**src/rtl/serial_audio_rx_pkg.sv**
```systemverilog
package serial_audio_rx_pkg;

    typedef enum logic [1:0] {
        FMT_I2S   = 2'b00,
        FMT_LJUST = 2'b01,
        FMT_RJUST = 2'b10,
        FMT_SPARE = 2'b11
    } rx_fmt_e;

    typedef enum logic [1:0] {
        ST_ARM   = 2'b00,
        ST_SYNC  = 2'b01,
        ST_LEFT  = 2'b10,
        ST_RIGHT = 2'b11
    } rx_state_e;

    // width code to word length in bits
    function automatic logic [4:0] word_len(input logic [1:0] code);
        logic [4:0] n;
        unique case (code)
            2'b00:   n = 5'd16;
            2'b01:   n = 5'd18;
            2'b10:   n = 5'd20;
            default: n = 5'd24;
        endcase
        return n;
    endfunction

endpackage

```
**src/rtl/serial_audio_rx_sync.sv**
```systemverilog
module serial_audio_rx_sync #(
    parameter int STAGES = 2
) (
    input  logic clk,
    input  logic rst_n,
    input  logic bclk_i,
    input  logic lr_i,
    input  logic dat_i,
    output logic bit_rise,
    output logic lr_o,
    output logic dat_o
);
    localparam int LAST = STAGES - 1;

    // bit 2: bit clock, bit 1: channel clock, bit 0: data
    logic [2:0] chain [STAGES];
    logic       bclk_d;

    always_ff @(posedge clk) begin
        if (!rst_n) begin
            for (int i = 0; i < STAGES; i++) chain[i] <= '0;
            bclk_d <= 1'b0;
        end else begin
            chain[0] <= {bclk_i, lr_i, dat_i};
            for (int i = 1; i < STAGES; i++) chain[i] <= chain[i-1];
            bclk_d <= chain[LAST][2];
        end
    end

    assign bit_rise = chain[LAST][2] & ~bclk_d;
    assign lr_o     = chain[LAST][1];
    assign dat_o    = chain[LAST][0];

endmodule

```
**src/rtl/serial_audio_rx_frame.sv**
```systemverilog
module serial_audio_rx_frame
    import serial_audio_rx_pkg::*;
#(
    parameter int SAMPLE_W = 24,
    parameter int CNT_W    = 6
) (
    input  logic                clk,
    input  logic                rst_n,
    input  logic                bit_rise,
    input  logic                lr_bit,
    input  logic                dat_bit,
    input  logic [1:0]          fmt_sel,
    input  logic [1:0]          width_sel,
    output logic [SAMPLE_W-1:0] out_data,
    output logic                out_valid,
    output logic                out_right
);
    localparam logic [CNT_W-1:0] CNT_MAX = '1;

    rx_state_e           state, state_n;
    logic [CNT_W-1:0]    cnt;
    logic [SAMPLE_W-1:0] shreg;
    logic [1:0]          fmt_q, wid_q;

    logic                take_cfg, half_start, emit, keep_bit;
    logic [1:0]          fmt_use, wid_use;
    logic [4:0]          n_use, n_old;
    logic [CNT_W-1:0]    k_use;
    logic [SAMPLE_W-1:0] fill_mask, ext_word;

    // next-state decision, only on a bit-clock rise
    always_comb begin
        state_n    = state;
        take_cfg   = 1'b0;
        half_start = 1'b0;
        emit       = 1'b0;
        if (bit_rise) begin
            unique case (state)
                ST_ARM:   if (lr_bit) state_n = ST_SYNC;
                ST_SYNC:  if (!lr_bit) begin
                              state_n = ST_LEFT; take_cfg = 1'b1; half_start = 1'b1;
                          end
                ST_LEFT:  if (lr_bit) begin
                              state_n = ST_RIGHT; half_start = 1'b1; emit = 1'b1;
                          end
                ST_RIGHT: if (!lr_bit) begin
                              state_n = ST_LEFT; half_start = 1'b1; emit = 1'b1; take_cfg = 1'b1;
                          end
                default:  state_n = ST_ARM;
            endcase
        end
    end

    // bit window selection for the current bit index
    always_comb begin
        fmt_use = take_cfg ? fmt_sel   : fmt_q;
        wid_use = take_cfg ? width_sel : wid_q;
        n_use   = word_len(wid_use);
        k_use   = half_start ? '0 : cnt;
        unique case (rx_fmt_e'(fmt_use))
            FMT_RJUST: keep_bit = 1'b1;
            FMT_LJUST: keep_bit = int'(k_use) < int'(n_use);
            default:   keep_bit = (int'(k_use) >= 1) && (int'(k_use) <= int'(n_use));
        endcase
    end

    // sign extension with the width in force for the finished half-frame
    always_comb begin
        n_old     = word_len(wid_q);
        fill_mask = {SAMPLE_W{1'b1}} << n_old;
        ext_word  = shreg[n_old - 5'd1] ? (shreg | fill_mask) : (shreg & ~fill_mask);
    end

    always_ff @(posedge clk) begin
        if (!rst_n) state <= ST_ARM;
        else        state <= state_n;
    end

    always_ff @(posedge clk) begin
        if (!rst_n) begin
            cnt       <= '0;
            shreg     <= '0;
            fmt_q     <= 2'b00;
            wid_q     <= 2'b00;
            out_data  <= '0;
            out_valid <= 1'b0;
            out_right <= 1'b0;
        end else begin
            out_valid <= emit;
            if (emit) begin
                out_data  <= ext_word;
                out_right <= (state == ST_RIGHT);
            end
            if (take_cfg) begin
                fmt_q <= fmt_sel;
                wid_q <= width_sel;
            end
            if (half_start) begin
                shreg <= keep_bit ? {{(SAMPLE_W-1){1'b0}}, dat_bit} : '0;
                cnt   <= CNT_W'(1);
            end else if (bit_rise && (state == ST_LEFT || state == ST_RIGHT)) begin
                if (keep_bit) shreg <= {shreg[SAMPLE_W-2:0], dat_bit};
                if (cnt != CNT_MAX) cnt <= cnt + CNT_W'(1);
            end
        end
    end

    a_r1_emit_only_in_frame: assert property (@(posedge clk) disable iff (!rst_n)
        out_valid |-> $past(state == ST_LEFT || state == ST_RIGHT));

    a_r2_flag_matches_channel: assert property (@(posedge clk) disable iff (!rst_n)
        out_valid |-> (out_right == (state == ST_LEFT)));

    a_r3_shift_on_rise_only: assert property (@(posedge clk) disable iff (!rst_n)
        !bit_rise |=> $stable(shreg));

    a_r10_single_pulse: assert property (@(posedge clk) disable iff (!rst_n)
        out_valid |=> !out_valid);

    a_r11_cfg_held_in_state: assert property (@(posedge clk) disable iff (!rst_n)
        (state == $past(state)) |-> ($stable(fmt_q) && $stable(wid_q)));

endmodule

```
**src/rtl/serial_audio_rx.sv**
```systemverilog
module serial_audio_rx #(
    parameter int SAMPLE_W    = 24,
    parameter int SYNC_STAGES = 2,
    parameter int CNT_W       = 6
) (
    input  logic                clk,
    input  logic                rst_n,
    input  logic                bclk_in,
    input  logic                lrclk_in,
    input  logic                sdata_in,
    input  logic [1:0]          fmt_sel,
    input  logic [1:0]          width_sel,
    output logic [SAMPLE_W-1:0] smp_data,
    output logic                smp_valid,
    output logic                smp_right
);
    logic bit_rise, lr_bit, dat_bit;

    serial_audio_rx_sync #(.STAGES(SYNC_STAGES)) u_sync (
        .clk      (clk),
        .rst_n    (rst_n),
        .bclk_i   (bclk_in),
        .lr_i     (lrclk_in),
        .dat_i    (sdata_in),
        .bit_rise (bit_rise),
        .lr_o     (lr_bit),
        .dat_o    (dat_bit)
    );

    serial_audio_rx_frame #(.SAMPLE_W(SAMPLE_W), .CNT_W(CNT_W)) u_frame (
        .clk       (clk),
        .rst_n     (rst_n),
        .bit_rise  (bit_rise),
        .lr_bit    (lr_bit),
        .dat_bit   (dat_bit),
        .fmt_sel   (fmt_sel),
        .width_sel (width_sel),
        .out_data  (smp_data),
        .out_valid (smp_valid),
        .out_right (smp_right)
    );

endmodule

```
**config.mk**
```make
export PLATFORM = sky130hd
export DESIGN_NAME = serial_audio_rx
export DESIGN_NICKNAME = d
export VERILOG_FILES = /design/src/rtl/serial_audio_rx_pkg.sv /design/src/rtl/serial_audio_rx_sync.sv /design/src/rtl/serial_audio_rx_frame.sv /design/src/rtl/serial_audio_rx.sv
export SDC_FILE = /design/constraint.sdc
export NUM_CORES = 1
export LEC_CHECK = 0
export BUFFER_PORTS_ARGS = -buffer_cell sky130_fd_sc_hd__buf_2
export CELL_PAD_IN_SITES_DETAIL_PLACEMENT = 0
export CELL_PAD_IN_SITES_GLOBAL_PLACEMENT = 1
export CORE_MARGIN = 8
export CORE_UTILIZATION = 43
export DETAILED_ROUTE_END_ITERATION = 8
export PLACE_DENSITY = 0.77
export SYNTH_ARGS = -nofsm -noshare
export SYNTH_HDL_FRONTEND = slang
export SYNTH_SLANG_ARGS = --single-unit
```
**constraint.sdc**
```tcl
create_clock -name clk -period 5.3 [get_ports clk]
set_clock_uncertainty 0.15 [all_clocks]
set_input_delay 0.53 -clock clk [delete_from_list [all_inputs] [get_ports clk]]
set_output_delay 0.53 -clock clk [all_outputs]
set_load 0.05 [all_outputs]
```
==> flow_metrics.py <==
metrics = {
    "run_status": {
        "status": "finished, final reports clean",
    },
    "floorplan": {
        "rows": 29,
        "start_util": 0.447,
        "dieHeight_um": 97.2,
        "die_w_um": 97.2,
        "die_area_sq_mm": 0.00945,
        "io_pins": 35,
        "coreArea_sq_mm": 0.00635,
    },
    "critical_path": {
        "cp-end-kind": "register",
        "worstPathRequired_ns": 5.38,
        "arrival_ns": 4.04,
        "worstPathMaxFanout": 24,
        "startpoint_type": "register",
        "worstSetupPathType": "register to register",
    },
    "place": {
        "place_area_sq_mm": 0.00304,
        "dp.cells": 377,
        "gp_congestion": 0.769,
        "port_buffers": 34,
        "hpwl_um": 3760,
    },
    "yosys": {
        "synth.avg_cell_area_sq_um": 10.1,
        "yosysSeqAreaShare": 0.487,
        "synth_cell_types": 44,
        "synth-seq-cells": 69,
        "synth_nets": 300,
        "synthArstFlopShare": 0,
        "yosysWarnings": 0,
        "ys.flop_type": "dfxtp_1",
        "synth_edf_count": 0,
        "syn-instance-count": 280,
        "syn_area_sq_mm": 0.00284,
    },
    "finish": {
        "instances_no_fill": 392,
        "layout.nets": 331,
        "diodes": 0,
        "drive_gt1_frac": 0.178,
        "design_area_sq_mm": 0.00323,
        "fillers": 604,
        "area_growth_pct": 13.9,
    },
    "drt": {
        "remaining_drc_errors": 0,
        "wl_per_cell_um": 14.0,
        "drt_pass1_iterations": 4,
        "drtIter0Drc": 53,
        "vias": 2090,
        "routed_via_density": 5.33,
        "finalWirelength_um": 5500,
        "drtAntennaViolNets": 0,
    },
    "clock_network": {
        "cts_made_buffers": 9,
        "htree_num_levels": 3,
        "clock_sinks": 69,
        "clk_latency_ns": 0.34,
        "clkTransAtPathRegs_ns": 0.07,
        "postCtsHoldBufs": 0,
        "cts_setup_buffers": 0,
        "cts_tree": "done",
        "cts-root-buf": "clkbuf_8",
        "cts_resized": 0,
        "cts_buffer_depth": 2,
    },
    "global_route": {
        "grt_max_degree": 41,
        "overflow": 0,
        "grt_usage": 0.123,
        "grt_pass1_vias": 2043,
        "grt_first_pass_wirelength_um": 9730,
        "antenna_found_initial": 0,
    },
    "timing": {
        "rsz0062_at_grt": "false",
        "fmax_mhz": 253,
        "setup_viol": 0,
        "maxSlewViolCount": 0,
        "tightest_slew_ns": 0.857,
        "totalNegativeSetupSlack_ns": 0,
        "whs_ns": 0.241,
        "layout_worst_path_cycle_share": 0.747,
        "slew_headroom": 0.429,
        "hold_viol_final": 0,
        "fin_crit_ns": 3.96,
    },
    "flow_run": {
        "drv_cap": 0,
    },
    "power": {
        "leakagePower_nw": 1.34,
        "vdd_ir_drop_max_mv": 0.147,
        "finalPower_w": 0.000955,
        "power_density_mw_per_mm2": 296,
    },
    "hold_path": {
        "hold_class": "primary input to register",
    },
}
==> metrics by stage <==
stage          setup slack, ns   util
5_1_grt                   1.01  0.509
3_5_place_dp              1.35  0.479
3_3_place_gp              1.44  0.479
2_1_floorplan             1.64      -
4_1_cts                   1.32  0.509
6_report                  1.34  0.509
==> critical path, cell delays in order (launching register included) <==
cell and delay (ns):
dfxtp_1 0.32, nor2b_1 0.36, and2_1 0.50, nor3_1 0.08, a31oi_1 0.17, ha_1 0.30, and3b_1 0.21, a2111oi_4 0.32
nor2_1 0.09, o31a_1 0.32, a221o_1 0.65, a22o_1 0.36
==> where the power goes <==
group	internal, W	switching, W
clock network	0.000227	0.000188
logic	0.00000746	0.0000114
registers	0.000521	0.000000831
==> kinds of logic (layout without fill, tap and decap cells) <==
logic type | count (synthesis) | in the layout | synth area share
xor gates and xnor gates | 5 | 5 | 0.0154
DFF | 69 | 69 | 0.487
muxes | 8 | 8 | 0.0419
and+or+nand+nor | 92 | 92 | 0.160
adders and majority gates | 11 | 11 | 0.0485
AOI/OAI and AO/OA | 73 | 73 | 0.212
buffers and inverters | 22 | 57 | 0.0353
==> area by class of cell <==
class	instances	area [sq um]	area share
multi-input combinational	189	1360	0.419
clock buffer	11	141	0.0438
inverter	6	22.5	0.00697
timing repair buffer	36	185	0.0573
sequential	69	1380	0.428
tap	77	96.3	0.0298
clock inverter	4	48.8	0.0151
==> sequential cells by signal (all words and copies together), names as in the netlist <==
name / count
u_frame.out_valid: 1
u_sync.bclk_d: 1
u_frame.out_data: 24
u_frame.wid_q: 2
u_frame.shreg: 24
u_sync.chain: 6
u_frame.state: 2
u_frame.cnt: 6
u_frame.fmt_q: 2
u_frame.out_right: 1
==> worst paths after layout <==
| kind | from | endpoint | slack [ns] | cells after the start |
|---|---|---|---|---|
| hold reg to reg | u_sync.chain[0][1] | u_sync.chain[0][4] | 0.29 | 1 |
| setup reg to reg | u_sync.chain[0][5] | u_frame.shreg[23] | 1.34 | 11 |
| hold / removal | lrclk_in | u_sync.chain[0][1] | 0.24 | 2 |
| setup / recovery | u_sync.chain[0][5] | u_frame.shreg[23] | 1.34 | 11 |
==> placed cells by master (no fill, tap or decap), drive strengths merged, types with 4 or more instances in the layout <==
cell type and count:
buf 36, mux2i 4, nor2 10, dfxtp 69
nand2 43, a21boi 19, nor2b 8, a22o 25
clkbuf 11, nor3 4, and2 15, a221o 5
inv 6, ha 11, o21ai 5
==> cells in the mapped netlist, drive strengths merged (6+ instances only) <==
| master | number | share of area |
|---|---|---|
| a21boi | 19 | 0.050 |
| ha | 11 | 0.049 |
| clkbuf | 10 | 0.013 |
| nor2 | 10 | 0.013 |
| inv | 6 | 0.0079 |
| nand2 | 43 | 0.057 |
| nor2b | 8 | 0.018 |
| and2 | 15 | 0.033 |
| buf | 6 | 0.014 |
| a22o | 25 | 0.077 |
| dfxtp | 69 | 0.49 |
==> layer usage <==
metal,track usage,share of wire,routed length (um),vias to the layer above
met1,0.148,0.47,2600,974
met4,0.0804,0.030,163,0
met2,0.191,0.45,2490,44
li1,-,-,-,1057
met5,0,0,0,-
met3,0.0320,0.043,235,15
Power figures use the tool's default switching activity.
